### src/rtl/irda_sir_pkg.sv
package irda_sir_pkg;

  // Operating mode selected by the ir_en pin.
  typedef enum logic {
    SIR_WIRE = 1'b0,
    SIR_IR   = 1'b1
  } sir_mode_e;

  // Default timing, counted in oversampling ticks.
  localparam int unsigned SIR_OVERSAMPLE  = 16;
  localparam int unsigned SIR_PULSE_START = 6;
  localparam int unsigned SIR_PULSE_LEN   = 3;
  localparam int unsigned SIR_STRETCH     = 16;
  localparam int unsigned SIR_SYNC_STAGES = 2;

endpackage

### src/rtl/sir_sync.sv
module sir_sync #(
  parameter int unsigned STAGES  = 2,
  parameter logic        RST_VAL = 1'b0
) (
  input  logic clk,
  input  logic rst_n,
  input  logic d,
  output logic q
);

  logic [STAGES-1:0] sh_q;

  generate
    if (STAGES == 1) begin : g_single
      always_ff @(posedge clk or negedge rst_n) begin
        if (!rst_n) sh_q <= RST_VAL;
        else        sh_q <= d;
      end
    end else begin : g_chain
      always_ff @(posedge clk or negedge rst_n) begin
        if (!rst_n) sh_q <= {STAGES{RST_VAL}};
        else        sh_q <= {sh_q[STAGES-2:0], d};
      end
    end
  endgenerate

  assign q = sh_q[STAGES-1];

endmodule

### src/rtl/irda_sir_encoder.sv
module irda_sir_encoder #(
  parameter int unsigned OVERSAMPLE  = 16,
  parameter int unsigned PULSE_START = 6,
  parameter int unsigned PULSE_LEN   = 3
) (
  input  logic clk,
  input  logic rst_n,
  input  logic tick,
  input  logic txd,
  output logic pulse_o
);

  localparam int unsigned PW = (OVERSAMPLE > 1) ? $clog2(OVERSAMPLE) : 1;
  localparam logic [PW-1:0] PH_LAST  = PW'(OVERSAMPLE - 1);
  localparam logic [PW-1:0] PH_FIRST = PW'(PULSE_START);
  localparam logic [PW-1:0] PH_END   = PW'(PULSE_START + PULSE_LEN - 1);

  logic [PW-1:0] phase_q, phase_d;
  logic          level_q, level_d;
  logic          pulse_q, pulse_d;

  // Next state: a level change restarts the cell, otherwise the phase wraps.
  always_comb begin
    phase_d = phase_q;
    level_d = level_q;
    pulse_d = pulse_q;
    if (tick) begin
      level_d = txd;
      if (txd != level_q) begin
        phase_d = '0;
      end else if (phase_q == PH_LAST) begin
        phase_d = '0;
      end else begin
        phase_d = phase_q + 1'b1;
      end
      pulse_d = !txd && (phase_d >= PH_FIRST) && (phase_d <= PH_END);
    end
  end

  always_ff @(posedge clk or negedge rst_n) begin
    if (!rst_n) begin
      phase_q <= '0;
      level_q <= 1'b1;
      pulse_q <= 1'b0;
    end else begin
      phase_q <= phase_d;
      level_q <= level_d;
      pulse_q <= pulse_d;
    end
  end

  assign pulse_o = pulse_q;

endmodule

### src/rtl/irda_sir_decoder.sv
module irda_sir_decoder #(
  parameter int unsigned STRETCH     = 16,
  parameter int unsigned SYNC_STAGES = 2
) (
  input  logic clk,
  input  logic rst_n,
  input  logic tick,
  input  logic ir_in,
  output logic rxd_o
);

  localparam int unsigned CW = $clog2(STRETCH + 1);
  localparam logic [CW-1:0] CNT_LOAD = CW'(STRETCH);

  logic          ir_s;
  logic          prev_q, prev_d;
  logic [CW-1:0] hold_q, hold_d;

  sir_sync #(
    .STAGES  (SYNC_STAGES),
    .RST_VAL (1'b0)
  ) u_in_sync (
    .clk   (clk),
    .rst_n (rst_n),
    .d     (ir_in),
    .q     (ir_s)
  );

  // Next state: a rising edge (re)loads the hold, otherwise it drains per tick.
  always_comb begin
    prev_d = prev_q;
    hold_d = hold_q;
    if (tick) begin
      prev_d = ir_s;
      if (ir_s && !prev_q) begin
        hold_d = CNT_LOAD;
      end else if (hold_q != '0) begin
        hold_d = hold_q - 1'b1;
      end
    end
  end

  always_ff @(posedge clk or negedge rst_n) begin
    if (!rst_n) begin
      prev_q <= 1'b0;
      hold_q <= '0;
    end else begin
      prev_q <= prev_d;
      hold_q <= hold_d;
    end
  end

  assign rxd_o = (hold_q == '0);

endmodule

### src/rtl/irda_sir_codec.sv
module irda_sir_codec
  import irda_sir_pkg::*;
#(
  parameter int unsigned OVERSAMPLE  = SIR_OVERSAMPLE,
  parameter int unsigned PULSE_START = SIR_PULSE_START,
  parameter int unsigned PULSE_LEN   = SIR_PULSE_LEN,
  parameter int unsigned STRETCH     = SIR_STRETCH,
  parameter int unsigned SYNC_STAGES = SIR_SYNC_STAGES
) (
  input  logic clk,
  input  logic rst_n,
  input  logic os_tick,
  input  logic ir_en,
  input  logic uart_txd,
  output logic ir_tx,
  input  logic ir_rx,
  output logic uart_rxd
);

  logic      core_rst_n;
  logic      enc_pulse;
  logic      dec_rxd;
  sir_mode_e mode;

  // Reset asserts at once and is released on a clock edge.
  sir_sync #(
    .STAGES  (2),
    .RST_VAL (1'b0)
  ) u_rst_sync (
    .clk   (clk),
    .rst_n (rst_n),
    .d     (1'b1),
    .q     (core_rst_n)
  );

  irda_sir_encoder #(
    .OVERSAMPLE  (OVERSAMPLE),
    .PULSE_START (PULSE_START),
    .PULSE_LEN   (PULSE_LEN)
  ) u_enc (
    .clk     (clk),
    .rst_n   (core_rst_n),
    .tick    (os_tick),
    .txd     (uart_txd),
    .pulse_o (enc_pulse)
  );

  irda_sir_decoder #(
    .STRETCH     (STRETCH),
    .SYNC_STAGES (SYNC_STAGES)
  ) u_dec (
    .clk   (clk),
    .rst_n (core_rst_n),
    .tick  (os_tick),
    .ir_in (ir_rx),
    .rxd_o (dec_rxd)
  );

  assign mode = sir_mode_e'(ir_en);

  always_comb begin
    unique case (mode)
      SIR_IR: begin
        ir_tx    = enc_pulse;
        uart_rxd = dec_rxd;
      end
      default: begin
        ir_tx    = uart_txd;
        uart_rxd = ir_rx;
      end
    endcase
  end

endmodule

### config.mk
export PLATFORM = sky130hd
export DESIGN_NAME = irda_sir_codec
export DESIGN_NICKNAME = d
export VERILOG_FILES = /design/src/rtl/irda_sir_pkg.sv /design/src/rtl/sir_sync.sv /design/src/rtl/irda_sir_encoder.sv /design/src/rtl/irda_sir_decoder.sv /design/src/rtl/irda_sir_codec.sv
export SDC_FILE = /design/constraint.sdc
export NUM_CORES = 1
export LEC_CHECK = 0
export BUFFER_PORTS_ARGS = -buffer_cell sky130_fd_sc_hd__clkbuf_2
export CAP_MARGIN = 25
export CORE_AREA = 2 2 49 51
export CTS_CLUSTER_DIAMETER = 50
export DETAILED_ROUTE_END_ITERATION = 6
export DIE_AREA = 0 0 51 53
export GPL_ROUTABILITY_DRIVEN = 0
export PLACE_DENSITY = 0.6
export SKIP_CTS_REPAIR_TIMING = 1
export SYNTH_ARGS = -nofsm -noshare
export SYNTH_HDL_FRONTEND = slang
export SYNTH_HIERARCHICAL = 1
export SYNTH_SLANG_ARGS = --single-unit
### constraint.sdc
create_clock -name clk -period 2.5 [get_ports clk]
set_input_delay 0.375 -clock clk [delete_from_list [all_inputs] [get_ports clk]]
set_output_delay 0.375 -clock clk [all_outputs]
set_load 0.02 [all_outputs]
Word-level counts from Yosys, hierarchy flattened:

Cells that the tools add are included.

* register bits: 16
* latch bits: 0
* RAM bits: 0
* memory bits (read-only): 0
* input bits: 6
* memories kept: 0

* add/subtract/negate cells: 2
* multiply operators: 0
* divide/modulo/power cells: 0
* order comparisons: 2
* eq/ne operators: 2
* shift operators: 0
* mux-type cells: 7
* bitwise logic cells: 0
* reductions and logical operators: 9

Operators by type and width (number)
* $mux W4: 3
* $mux W5: 2
* $logic_not A5 Y1: 1
* $reduce_bool A5 Y1: 1
* $sub A5 B1 Y5 const B: 1
* $add A4 B1 Y4 const B: 1
* $eq A4 B4 Y1 const B: 1
* $ge A4 B3 Y1 const B: 1
* $le A4 B4 Y1 const B: 1
* $logic_and A1 B1 Y1: 3
* $logic_not A1 Y1: 2
* $mux W1: 2
* $reduce_and A2 Y1: 1
* $reduce_bool A2 Y1: 1
* $ne A1 B1 Y1: 1

Logic depth before layout (Yosys ltp):

Gate-level depths: netlist (run 1).

* depth in word-level cells: 7
* depth in mapped cells: 6
* mapped depth without buffers: 6

Cells and area by module:

The synthesis (run 1) kept the hierarchy.

By module, submodules not included
* irda_sir_encoder: times used 1, cells each 35, area each 341.6 um^2, sequential area each 151.4 um^2
* irda_sir_decoder: times used 1, cells each 32, area each 327.8 um^2, sequential area each 150.1 um^2
* sir_sync: times used 2, cells each 2, area each 50.0 um^2, sequential area each 50.0 um^2
* irda_sir_codec: times used 1, cells each 3, area each 26.3 um^2, sequential area each 0.0 um^2

Least setup slack after synthesis (run 1):

Ideal clock, no wire load.

* path type: register to output
* from: reg u_dec.hold_q[0]
* to: out uart_rxd
* arrival time: 1.350 ns
* setup slack: 0.775 ns
* stages on the path, launching flop included: 6
* buffers on the path: 0
* path through: dfrtp_1 inv_1 ha_1 or4b_4 clkinv_2 mux2_2

* cells in the longest elaborated chain, start to end: 2

Ends and longest elaborated chain
* from (decl): line irda_sir_decoder.sv:17 `logic [CW-1:0] hold_q, hold_d;`
* from (signal assigned): line irda_sir_decoder.sv:49 `hold_q <= hold_d;`
* $logic_not A5 Y1: line irda_sir_decoder.sv:53 `assign rxd_o = (hold_q == '0);`
* via dec_rxd: line irda_sir_codec.sv:22 `logic dec_rxd;`
* $mux W1: line irda_sir_codec.sv:62 `unique case (mode)`
* to (decl): line irda_sir_codec.sv:17 `output logic uart_rxd`

The timed path passes the listed nets, and every way through them passes these cells.

Worst setup path after layout (run 1):

Same ends and word-level chain as after synthesis.

==> impl_results.md, run 1 <==
- Dpl cell area: 857.1 um2
- PortBufs: 7
- Slowest CP cell: or4b_4
- Synth area leader: dfrtp_1
- DP HPWL: 1009 um
- Drt pass-1 iters: 4
- R2R Path Start: u_enc/phase_q[0]$_DFFE_PN0P_
- Clk_skew: 0.005205 ns
- Die Area: 0.002703 mm2
- Register clock-pin slew on the reported worst setup and hold paths: 0.10 ns
- Startpoint types: flop
- Post-Syn Area: 795.8 um2
- Post-synth top area share: 47.17%
- Share of cells above drive strength 1: 22.62%
- FF-to-FF path depth: 5
- Top-Level Pins: 8
- Layout Area Growth over Synthesis: 13.52%
- EDFF count, synth: 0
- CTS root buf: clkbuf_4
- First-pass GRT wire length: 2484 um
- GRT overflow: 0
- Hold Path End: u_dec/u_in_sync/sh_q[0]$_DFF_PN0_
- Data required time of the critical path: 2.12 ns
- Routed len/inst: 11.89 um
- Synthesis-stage register bit count: 16
- Clock latency on the worst-skew pair: 0.28 ns
- Critical path type: reg -> out
- FMAX: 456.0 MHz
- Initial core utilization: 37.04%
- RSZ-0062 raised after global routing: no
- Tmin final: 2.193 ns
- Syn Inst Count: 74
- Slew Viols, Final: 0
- Vias/cell: 4.973
- Cell area power density: 838.3 mW/mm2
- Syn Nets: 82
- Largest net degree at the start of global routing: 20
- Antenna violations before repair: 0
- Final core occ: 42.05%
- Critical path, cell by cell: inv_1 > ha_1 > or4b_4 > clkinv_2 > mux2_2 > clkbuf_2
- Nets: 93
- Vias in the first global route: 575
- Asr flop ratio synth: 100.0%
- DRC viols: 0
- Clock Tree Buf Depth: 2
- Arrival @ worst endpoint: 1.82 ns
- R2R Setup Slk: 0.80 ns
- Crit. End Element: primary output
- Num CTS Buffers: 3
- Seq/Total Area, Yosys: 50.47%
- CP max stage delay: 0.51 ns
- Design area: 903.4 um2
- Final hold violations: 0
- Endpoint of the worst register-to-register path: u_enc/pulse_o$_DFFE_PN0P_
- Total Routed Length: 1332 um
- Ys flop type: dfrtp_1
- Hold Startpoint: ir_rx
- Avg Inst Size Synth: 10.75 um2
- Number of diodes: 0
- H-tree Lvls: 1
- Hold Crit Depth: 1
- Die width: 51 um
- Synth top area cells: dfrtp_1 47%, mux2_2 5.7%, dfstp_2 3.3%
- Max cap viols: 0
- Fill count: 211
- Final period util: 87.71%
- Clock Sinks: 16
- Total Neg Setup Slack: 0 ns
- Rel. slew slack: 63.65%
- Total GRT Usage: 12.89%
- Status: completed
- Hold/Removal Path Class: in -> reg
- Worst Slack Setup Final: 0.3072 ns
- Actual slew at the worst max-slew pin: 0.5452 ns
- # setup viols final: 0
- Total Power: 757.3 uW
- DRT antenna net count: 0
- Via Count: 557
- Syn. warnings: 6
- Peak supply drop: 0.4566 mV
- Dpl ws: 0.6180 ns
- Library cells used by synthesis: 37
- DR iter-0 viols: 10
- Die height: 53 um
- CTS tree: built
- CP max FO: 5
- Core ar.: 0.002148 mm2
- Row cnt: 17
- Lkg Pwr: 0.0004039 uW
cells in the mapped netlist, types with 2 or more instances:
library cell and count:
nand2b_1 4, nand4_1 2, o22ai_1 2, a21oi_1 2, o21ai_0 2, xnor2_1 2, o21ai_1 2, inv_1 6
nand3_1 2, nand2_1 5, mux2_2 4, dfrtp_1 15, ha_1 2
state kept, by name, summed over array words and instances, names as in the netlist:
name,cells
u_enc/level_q,1
u_dec/prev_q,1
u_rst_sync/sh_q,2
u_dec/u_in_sync/sh_q,2
u_dec/hold_q,5
u_enc/phase_q,4
u_enc/pulse_o,1
cells in the final DEF (no fill, tap or decap), types with 2 or more instances in the layout:
master and count:
nand4_1 2, mux2_2 4, nand2b_1 4, ha_1 2
a21oi_1 2, o21ai_1 2, o21ai_0 2, inv_1 6
dfrtp_1 15, nand2_1 5, xnor2_1 2, clkbuf_2 7
clkbuf_4 3, nand3_1 2, o22ai_1 2
critical path, delay by kind of cell (launching register included):
family                   cells  cell delay, ns
multiplexers                 1            0.14
flip-flops                   1            0.41
AND/OR/NAND/NOR              1            0.51
adder cells (fa/ha/maj)      1            0.17
buffers and inverters        3            0.31
per-stage QoR:
step | std cells | hold slack [ns]
2_1_floorplan | 74 | 0.07941
3_3_place_gp | 107 | 0.1610
3_5_place_dp | 107 | 0.1642
4_1_cts | 111 | -0.1499
5_1_grt | 112 | 0.2083
6_report | 112 | 0.2164
cell families (layout without fill, tap and decap cells):
family,after synthesis,in the layout,share of synthesized area [%]
simple gates,20,20,15.09
compound gates,18,18,16.04
flops,16,16,50.47
buf+inv,9,19,4.558
mux,5,5,6.918
xor+xnor,3,3,3.302
fa+ha+maj,2,2,3.144
other cells,1,1,0.4712
worst max path at each step:
| stage | slack, ns | start | to | cells past startpoint |
|---|---|---|---|---|
| 3_3_place_gp | 0.66 | u_dec/hold_q[0]$_DFFE_PN0P_ | uart_rxd | 6 |
| 5_1_grt | 0.22 | u_dec/hold_q[0]$_DFFE_PN0P_ | uart_rxd | 6 |
| 3_5_place_dp | 0.62 | u_dec/hold_q[0]$_DFFE_PN0P_ | uart_rxd | 6 |
| 2_1_floorplan | 0.77 | u_dec/hold_q[0]$_DFFE_PN0P_ | uart_rxd | 5 |
| 6_report | 0.31 | u_dec/hold_q[0]$_DFFE_PN0P_ | uart_rxd | 6 |
| 4_1_cts | 0.30 | u_dec/hold_q[0]$_DFFE_PN0P_ | uart_rxd | 6 |
per-layer routing:
| layer | routed length (um) | global-route usage (%) | vias to the layer above |
|---|---|---|---|
| met1 | 669 | 15.98 | 267 |
| met5 | 0 | 0 | - |
| met4 | 18 | 8.108 | 0 |
| met2 | 615 | 21.21 | 5 |
| met3 | 29 | 1.695 | 2 |
| li1 | - | - | 283 |
report_power, final:
group	switching, uW	internal (uW)	leakage (uW)
clock network	80.8	88.5	0.0000210
registers	48.1	314	0.000198
logic	113	113	0.000185
total	242	515	0.000404
layout make-up:
cell class	instances	area (um2)	share of cell area [%]
tap	28	35.03	3.878
sequential	16	401.6	44.46
clock buffer	4	36.28	4.017
inverter	7	27.53	3.047
multi-input combinational	49	357.8	39.61
timing repair buffer	8	45.04	4.986
Power figures use the tool's default switching activity.
==> run 2, diff against run 1 <==
--- a/config.mk
+++ b/config.mk
@@ -7,5 +7,4 @@
 export LEC_CHECK = 0
 export BUFFER_PORTS_ARGS = -buffer_cell sky130_fd_sc_hd__clkbuf_2
-export CAP_MARGIN = 25
 export CORE_AREA = 2 2 49 51
 export CTS_CLUSTER_DIAMETER = 50
==> constraint.sdc (replaced) <==
create_clock -name clk -period 2.5 [get_ports clk]
set_input_delay 0 -clock clk [delete_from_list [all_inputs] [get_ports clk]]
set_output_delay 0 -clock clk [all_outputs]
set_load 0.02 [all_outputs]
==> run 2 against run 1 <==
Critical path depth unchanged; highest routed layer unchanged; utilization up 0.47 points; sequential share of layout area down 0.49 points; register-to-register slack better by 0.05 ns; wire length decreased by 2.1%; clock power decreased by 3%; hold slack got worse by 0.20 ns; cell count grew 0.89%; non-clock buffer count up 1; critical path type unchanged.
==> impl_results.md, run 2 (synthesis gave the netlist of run 1 again) <==
- CTS root buf: clkbuf_4
- Most frequent cells in the layout: 15 x dfrtp_1, 7 x clkbuf_2, 6 x inv_1, 5 x nand2_1
- Top-Level Pins: 8
- Max reg flops: 5
- Hold Path End: u_enc/level_q$_DFFE_PN1P_
- DRT antenna net count: 0
- Design area: 913.4 um2
- First-pass GRT wire length: 2325 um
- Share of cells above drive strength 1: 22.35%
- Vias/cell: 5.062
- Flop pwr share: 47.9%
- Drt pass-1 iters: 4
- Clock latency on the worst-skew pair: 0.28 ns
- Dpl ws: 0.8551 ns
- Num CTS Buffers: 3
- R2R Setup Slk: 0.85 ns
- Critical path, cell by cell: inv_1 > ha_1 > or4b_4 > clkinv_2 > mux2_2 > clkbuf_2
- Largest net degree at the start of global routing: 20
- Hold Startpoint: uart_txd
- Die width: 51 um
- CTS tree: built
- Max cap viols: 0
- Status: completed
- Routed len/inst: 11.54 um
- Data required time of the critical path: 2.50 ns
- Arrival @ worst endpoint: 1.82 ns
- Hold Crit Depth: 2
- Critical path type: reg -> out
- FMAX: 548.7 MHz
- Peak supply drop: 0.4007 mV
- Die height: 53 um
- Actual slew at the worst max-slew pin: 0.5444 ns
- FF-to-FF path depth: 6
- H-tree Lvls: 1
- Switching power: 235.0 uW
- Endpoint of the worst register-to-register path: u_dec/hold_q[2]$_DFFE_PN0P_
- Switching Fraction: 31.24%
- PortBufs: 7
- Dpl cell area: 857.1 um2
- Final period util: 72.90%
- Most flops, register: u_dec/hold_q
- DRC viols: 0
- Clock group share of total power: 21.8%
- Clock Sinks: 16
- Total Routed Length: 1304 um
- Tmin final: 1.823 ns
- Crit. End Element: primary output
- Final hold violations: 0
- Rel. slew slack: 63.71%
- Internal: 517.1 uW
- Die Area: 0.002703 mm2
- Total GRT Usage: 11.81%
- Lkg Pwr: 0.0004080 uW
- Via Count: 572
- Commonest non-fill, non-tap cell in the layout: dfrtp_1
- Antenna violations before repair: 0
- Worst Slack Setup Final: 0.6774 ns
- Layout Area Growth over Synthesis: 14.78%
- # setup viols final: 0
- CP max stage delay: 0.51 ns
- Hold/Removal Path Class: in -> reg
- Slew Viols, Final: 0
- Cell area power density: 823.4 mW/mm2
- Largest regs: u_dec/hold_q (5), u_enc/phase_q (4)
- Number of diodes: 0
- DR iter-0 viols: 9
- Register clock-pin slew on the reported worst setup and hold paths: 0.09 ns
- Row cnt: 17
- CP max FO: 5
- GRT overflow: 0
- Core ar.: 0.002148 mm2
- Proportion of power drawn by combinational gates: 30.3%
- Clock Tree Buf Depth: 2
- DP HPWL: 1036 um
- Clk_skew: 0.004616 ns
- Nets: 94
- RSZ-0062 raised after global routing: no
- R2R Path Start: u_dec/hold_q[0]$_DFFE_PN0P_
- Initial core utilization: 37.04%
- Vias in the first global route: 571
- Total Neg Setup Slack: 0 ns
- Slowest CP cell: or4b_4
- Startpoint types: flop
[run 2: how the worst max path moves through the flow]
stage,slack [ns],start,to,cells past startpoint
final,0.68,u_dec/hold_q[0]$_DFFE_PN0P_,uart_rxd,6
after global routing,0.58,u_dec/hold_q[0]$_DFFE_PN0P_,uart_rxd,6
after CTS,0.66,u_dec/hold_q[0]$_DFFE_PN0P_,uart_rxd,6
after detailed placement,0.86,u_dec/hold_q[0]$_DFFE_PN0P_,u_dec/hold_q[2]$_DFFE_PN0P_,6
after global placement,0.85,u_dec/hold_q[0]$_DFFE_PN0P_,u_dec/hold_q[2]$_DFFE_PN0P_,6
after floorplan,0.96,u_dec/hold_q[0]$_DFFE_PN0P_,u_dec/hold_q[2]$_DFFE_PN0P_,6
[run 2: power groups by stage]
| stage | combinational, uW | sequential, uW | clock (uW) |
|---|---|---|---|
| final | 228 | 360 | 164 |
| after global routing | 260 | 370 | 184 |
| after CTS | 230 | 361 | 174 |
| after detailed placement | 228 | 366 | 0 |
| after global placement | 225 | 364 | 0 |
| after floorplan | 185 | 354 | 0 |
[run 2: critical path, delay by kind of cell, from the launching register on]
kind	cells	cell delay (ns)
flip-flops	1	0.40
adder cells (fa/ha/maj)	1	0.18
AND/OR/NAND/NOR	1	0.51
multiplexers	1	0.14
buffers and inverters	3	0.32
[run 2: area by class of cell]
type	count	area, um2
repair buffers	9	55.05
flip-flops and latches	16	401.6
inverters	7	27.53
fillers	216	1235
clock buffers	4	36.28
multi-input cells	49	357.8
well taps	28	35.03
[run 2: metal layers]
layer	up-vias	track usage, %	routed length (um)
li1	285	-	-
met1	278	12.97	573
met2	5	21.00	676
met3	4	1.695	26
met4	0	8.108	27
met5	-	0	0
[run 2: stage by stage]
| step | hold WS, ns | power, uW | cells | utilization [%] |
|---|---|---|---|---|
| after floorplan | -0.2956 | 539.0 | 74 | - |
| after global placement | -0.2119 | 588.9 | 107 | 39.90 |
| after detailed placement | -0.2127 | 594.4 | 107 | 39.90 |
| after CTS | -0.5229 | 765.1 | 111 | 41.58 |
| after global routing | 0.003040 | 814.2 | 113 | 42.52 |
| final | 0.01158 | 752.1 | 113 | 42.52 |
